--- src/rtl/vault_pkg.sv ---
// Shared constants and types for the read-once secret store.
// Assumes 32-bit words and byte addressing with word alignment.
package vault_pkg;
    localparam int WORD_W  = 32;
    localparam int ALIGN_W = 2;
    localparam int SEL_W   = 8;

    typedef enum logic [1:0] {
        ACC_IDLE  = 2'd0,
        ACC_READ  = 2'd1,
        ACC_WRITE = 2'd2
    } acc_kind_e;
endpackage

--- src/rtl/vault_decode.sv ---
// Address decoder: classifies a bus strobe and checks that the address
// falls on this core, is word aligned and lies inside the word window.
// Assumes the core select sits in the top SEL_W bits of the address.
module vault_decode
    import vault_pkg::*;
#(
    parameter int             ADDR_W  = 32,
    parameter int             N_WORDS = 8,
    parameter logic [SEL_W-1:0] CORE_ID = 8'hC2,
    localparam int            IDX_W   = $clog2(N_WORDS)
) (
    input  logic              stb,
    input  logic              we,
    input  logic [ADDR_W-1:0] addr,
    output acc_kind_e         kind,
    output logic              in_window,
    output logic [IDX_W-1:0]  idx
);
    logic core_hit;
    logic aligned;
    logic in_range;

    // Purpose: split the address into its select, offset and alignment parts.
    always_comb begin
        core_hit  = (addr[ADDR_W-1 -: SEL_W] == CORE_ID);
        aligned   = (addr[ALIGN_W-1:0] == '0);
        in_range  = (addr[ADDR_W-SEL_W-1:IDX_W+ALIGN_W] == '0);
        in_window = core_hit && aligned && in_range;
        idx       = addr[IDX_W+ALIGN_W-1:ALIGN_W];
    end

    // Purpose: name the kind of access carried by the strobe.
    always_comb begin
        if (!stb)    kind = ACC_IDLE;
        else if (we) kind = ACC_WRITE;
        else         kind = ACC_READ;
    end
endmodule

--- src/rtl/vault_flags.sv ---
// Per-word sticky "already read" flags. A flag sets when its word is
// consumed and clears only on reset. Assumes at most one consume per cycle.
module vault_flags #(
    parameter int  N_WORDS = 8,
    localparam int IDX_W   = $clog2(N_WORDS)
) (
    input  logic               clk,
    input  logic               rst_n,
    input  logic               consume,
    input  logic [IDX_W-1:0]   idx,
    output logic [N_WORDS-1:0] used
);
    for (genvar g = 0; g < N_WORDS; g++) begin : g_flag
        // Purpose: set this word's flag on its first consume, hold it after.
        always_ff @(posedge clk) begin
            if (!rst_n)                                  used[g] <= 1'b0;
            else if (consume && (idx == IDX_W'(g)))      used[g] <= 1'b1;
        end
    end

    // a flag never clears while reset is released.
    assert_flags_sticky_R9: assert property (@(posedge clk) disable iff (!rst_n)
        1'b1 |=> ((used & $past(used)) == $past(used)));

    // one consume touches at most one word's flag.
    assert_one_flag_per_read_R4: assert property (@(posedge clk) disable iff (!rst_n)
        1'b1 |=> ($countones(used ^ $past(used)) <= 1));
endmodule

--- src/rtl/vault_readout.sv ---
// Registered read port: returns the selected secret word when a fresh
// read hits an unread word, otherwise zero. Assumes SECRET is packed with
// word 0 in the least significant bits.
module vault_readout
    import vault_pkg::*;
#(
    parameter int  N_WORDS = 8,
    parameter logic [N_WORDS*WORD_W-1:0] SECRET = '0,
    localparam int IDX_W   = $clog2(N_WORDS)
) (
    input  logic              clk,
    input  logic              rst_n,
    input  logic              fresh_rd,
    input  logic              already,
    input  logic [IDX_W-1:0]  idx,
    output logic [WORD_W-1:0] rdata
);
    logic [WORD_W-1:0] word_tbl [N_WORDS];
    logic [WORD_W-1:0] picked;

    for (genvar g = 0; g < N_WORDS; g++) begin : g_word
        assign word_tbl[g] = SECRET[g*WORD_W +: WORD_W];
    end

    // Purpose: choose the word for the current index.
    always_comb picked = word_tbl[idx];

    // Purpose: register the answer so it is valid the cycle after the strobe.
    always_ff @(posedge clk) begin
        if (!rst_n)                    rdata <= '0;
        else if (fresh_rd && !already) rdata <= picked;
        else                           rdata <= '0;
    end

    // no new read in a cycle means zero on the next.
    assert_idle_zero_R8: assert property (@(posedge clk) disable iff (!rst_n)
        !fresh_rd |=> (rdata == '0));
endmodule

--- src/rtl/secret_vault.sv ---
// Read-once device secret store. Answers word reads on core select
// CORE_ID; each word is returned once per reset while app_mode is low.
// Assumes rst_n is the power-on reset and strobes last one cycle.
module secret_vault
    import vault_pkg::*;
#(
    parameter int               ADDR_W  = 32,
    parameter int               N_WORDS = 8,
    parameter logic [SEL_W-1:0] CORE_ID = 8'hC2,
    parameter logic [N_WORDS*WORD_W-1:0] SECRET =
        256'h0F1E2D3C_4B5A6978_8796A5B4_C3D2E1F0_13579BDF_2468ACE0_DEADBEEF_A5C3E1F7
) (
    input  logic              clk,
    input  logic              rst_n,
    input  logic              app_mode,
    input  logic              bus_stb,
    input  logic              bus_we,
    input  logic [ADDR_W-1:0] bus_addr,
    output logic [WORD_W-1:0] bus_rdata
);
    localparam int IDX_W = $clog2(N_WORDS);

    acc_kind_e          kind;
    logic               in_window;
    logic [IDX_W-1:0]   idx;
    logic               fresh_rd;
    logic [N_WORDS-1:0] used;

    vault_decode #(
        .ADDR_W(ADDR_W), .N_WORDS(N_WORDS), .CORE_ID(CORE_ID)
    ) u_decode (
        .stb(bus_stb), .we(bus_we), .addr(bus_addr),
        .kind(kind), .in_window(in_window), .idx(idx)
    );

    // Purpose: a read counts only in loader mode and inside the window.
    always_comb fresh_rd = (kind == ACC_READ) && in_window && !app_mode;

    vault_flags #(.N_WORDS(N_WORDS)) u_flags (
        .clk(clk), .rst_n(rst_n), .consume(fresh_rd), .idx(idx), .used(used)
    );

    vault_readout #(.N_WORDS(N_WORDS), .SECRET(SECRET)) u_readout (
        .clk(clk), .rst_n(rst_n), .fresh_rd(fresh_rd), .already(used[idx]),
        .idx(idx), .rdata(bus_rdata)
    );

    // application-mode reads return zero and consume nothing.
    assert_app_hidden_R5: assert property (@(posedge clk) disable iff (!rst_n)
        (bus_stb && app_mode) |=> ((bus_rdata == '0) && $stable(used)));

    // writes return zero and consume nothing.
    assert_write_ignored_R6: assert property (@(posedge clk) disable iff (!rst_n)
        (bus_stb && bus_we) |=> ((bus_rdata == '0) && $stable(used)));

    // misaligned accesses return zero and consume nothing.
    assert_misaligned_ignored_R7: assert property (@(posedge clk) disable iff (!rst_n)
        (bus_stb && (bus_addr[ALIGN_W-1:0] != '0)) |=> ((bus_rdata == '0) && $stable(used)));
endmodule

--- config.mk ---
export PLATFORM = sky130hd
export DESIGN_NAME = secret_vault
export DESIGN_NICKNAME = d
export VERILOG_FILES = /design/src/rtl/vault_pkg.sv /design/src/rtl/vault_decode.sv /design/src/rtl/vault_flags.sv /design/src/rtl/vault_readout.sv /design/src/rtl/secret_vault.sv
export SDC_FILE = /design/constraint.sdc
export NUM_CORES = 1
export LEC_CHECK = 0
export BUFFER_PORTS_ARGS = -buffer_cell sky130_fd_sc_hd__buf_4
export CAP_MARGIN = 30
export CORE_MARGIN = 2
export CORE_UTILIZATION = 49
export DETAILED_ROUTE_END_ITERATION = 8
export GPL_TIMING_DRIVEN = 0
export PLACE_DENSITY = 0.87
export SETUP_SLACK_MARGIN = 0.05
export SYNTH_ARGS = -nofsm -noshare
export SYNTH_HDL_FRONTEND = slang
export SYNTH_SLANG_ARGS = --single-unit
--- constraint.sdc ---
create_clock -name clk -period 4.5 [get_ports clk]
set_clock_uncertainty 0.15 [all_clocks]
set_input_delay 0.225 -clock clk [delete_from_list [all_inputs] [get_ports clk]]
set_output_delay 0.225 -clock clk [all_outputs]
set_load 0.05 [all_outputs]
==> metrics.md <==
| Metric | Value |
|---|---|
| Outcome | finished clean |
| Final HPWL DP | 2570 µm |
| Worst hold margin | 0.0220 ns |
| Final Slew Violations | 0 |
| Total gr overflow | 0 |
| Clk_lat worst skew | 0.33 ns |
| Crit Path Max Fanout | 10 |
| # H-tree levels | 2 |
| Clk sinks | 30 |
| Synth area leader | dfxtp_1 |
| Multi-input logic area | 661 µm² |
| Largest net degree at the start of global routing | 11 |
| Area post-placement | 0.00196 mm² |
| Total negative slack | 0 ns |
| Rel. slew slack | 53.0% |
| Fin crit period | 1.94 ns |
| Critical path arrival | 1.99 ns |
| Synth top area cells | dfxtp_1 42%, a2111oi_2 8.5%, ha_1 6.2% |
| Design area | about 0.002 mm² |
| Initial core utilization | 51.4% |
| Sequential cell area fraction in the yosys report | 42.4% |
| Actual slew at the worst max-slew pin | 0.705 ns |
| Peak VDD IR | roughly 0.00028 V |
| DR WL/cell | 12.8 µm |
| Initial antenna violation count | 0 |
| Post-Syn Area | about 0.0014 mm² |
| Endpoints failing setup | 0 |
| Startpoint types | flop |
| Via density | 5.34 |
| Vias | roughly 1300 |
| Ys Warns | 0 |
| Worst setup margin | 2.56 ns |
| MaxCap Viol Count | 0 |
| Unrepaired setup endpoints after global routing | no |
| Pre-CTS setup slack | 2.33 ns |
| Clock Tree Root | clkbuf_4 |
| Num rows | 19 |
| Max clock buf depth | 2 |
| Worst EP required | 4.55 ns |
| Global-route wire length before repair | 5280 µm |
| Final hold violations | 0 |
| Distinct cells, synth | 26 |
| Synthesized area per cell | 10.4 µm² |
| Share of cells above drive strength 1 | 51.2% |
| Critical-path cell list | mux2i_1, a22oi_1, o21a_1, buf_2, nor4_1 |
| Initial detailed-routing violation count | 19 |
| Cts bufs inserted | 5 |
| Crit. End Element | flop |
| Setup bufs post-CTS | 0 |
| Post-layout nets | 254 |
| CTS tree | built |
| Period utilization | between 40% and 50% |
| Core Box Area | 0.00276 mm² |
| Max Freq | roughly 0.51 GHz |
| DP Cell Count | 234 |
| I/O pin count | 69 |
| CP max stage delay | 0.48 ns |
| Post_cts resized | 0 |
| Final RePlAce weighted congestion | 0.874 |
| Pre-antenna DRT Iters | 4 |
| Synthesis-to-layout area growth | 42.8% |
| Post-synth top area share | 42.4% |
| DIE AREA | roughly 0.0033 mm² |
| Power density over the cells | 241 mW/mm² |
| Cts hold-fix bufs | 0 |
| Min-delay worst type | in -> reg |
| Syn nets | 180 |
| Input/output buffers | 67 |
| Setup CP Type | reg -> reg |
| Antenna cells | 0 |
| Die W | 57.8 µm |
| Flops & latches, synth | 30 |
| Final core utilization | 73.3% |
| DRC viols | 0 |
| Cells after Synth | around 140 |
| Vias in the first global route | 1242 |
| GRT Total Usage | between 20% and 30% |
| Final WL | 3110 µm |
| Count of non-filler cells in the finished layout | around 240 |
| Sequential cell area | about 600 µm² |
| Pleak | 0.888 nW |
| Die boundary height | between 50 and 60 µm |
| Total Power | between 400 and 500 µW |
| Crit path max-delay cell type | o21a_1 |
| DRT antenna net count | 0 |
| Worst-path clk slew | 0.09 ns |
| # fillers | 219 |
[metal layers]
| metal | global-route usage, % | wire [µm] |
|---|---|---|
| met2 | 38.8 | 1650 |
| met4 | 5.98 | 34 |
| met5 | 0 | 0 |
| met3 | 7.81 | 315 |
| met1 | 21.5 | 1100 |
[Yosys cell counts]
| library cell | count |
|---|---|
| o21ai_0 | 3 |
| a22oi_1 | 1 |
| buf_1 | 2 |
| ha_1 | 7 |
| nor4b_2 | 5 |
| a2111oi_2 | 8 |
| buf_6 | 2 |
| nand4_1 | 2 |
| nor4_1 | 11 |
| inv_1 | 5 |
| buf_4 | 10 |
| nor4b_1 | 3 |
| mux4_2 | 1 |
| clkbuf_1 | 2 |
| o21a_1 | 1 |
| o41ai_2 | 2 |
| dfxtp_1 | 30 |
| o31ai_1 | 6 |
| or4b_4 | 1 |
| nor2_1 | 2 |
| clkinv_1 | 1 |
| nand2_1 | 22 |
| buf_2 | 4 |
| nor2b_1 | 1 |
| mux2i_1 | 2 |
| nor3_1 | 2 |
[worst max-delay path: cells and delay by family, from the launching register on]
| family | cells | cell delay [ns] |
|---|---|---|
| AO/OA/AOI/OAI | 2 | 0.80 |
| buffers and inverters | 1 | 0.32 |
| flip-flops | 1 | 0.35 |
| multiplexers | 1 | 0.10 |
| AND/OR/NAND/NOR | 1 | 0.08 |
[power by group]
part | switching [mW] | leakage, nW | internal, mW
clock network | 0.0918 | 0.0343 | 0.0749
logic | 0.0270 | 0.612 | 0.0283
registers | 0.0000000000151 | 0.241 | 0.265
total | 0.119 | 0.888 | 0.368
[state kept, by name, summed over array words and instances (netlist names)]
name             cells
u_readout.rdata     22
u_flags.used         8
[layout make-up]
class,instances,area share [%]
well taps,31,1.92
flip-flops and latches,30,29.7
plain buffers,20,6.56
clock buffers,6,2.54
multi-input cells,80,32.7
inverters,6,1.11
clock inverters,2,0.619
repair buffers,67,24.9
[path summary, 6_finish.rpt]
check,startpoint,end,slack (ns),depth (start not counted)
setup / recovery,u_flags.used[3],u_readout.rdata[26],2.56,5
setup reg to reg,u_flags.used[3],u_readout.rdata[26],2.56,5
hold / removal,bus_addr[4],u_readout.rdata[28],0.02,4
hold reg to reg,u_flags.used[0],u_flags.used[0],0.31,2
[placed cells by master (no fill, tap or decap), drive strengths merged]
cell / n
clkbuf: 8
nor4b: 8
buf: 85
a22oi: 1
inv: 5
o21a: 1
clkinvlp: 1
nor4: 11
clkinv: 2
ha: 7
o31ai: 6
or4b: 1
o41ai: 2
nor2: 2
o21ai: 3
mux2i: 2
nand2: 22
a2111oi: 8
mux4: 1
nor2b: 1
nand4: 2
nor3: 2
dfxtp: 30
[cell families after synthesis]
group                    count (synthesis)  synth area share [%]
AO/OA/AOI/OAI                           21                  16.1
adder cells (fa/ha/maj)                  7                  6.18
multiplexers                             3                  3.00
AND/OR/NAND/NOR                         49                  21.4
buffers and inverters                   26                  11.0
flip-flops                              30                  42.4
Power figures use the tool's default switching activity.
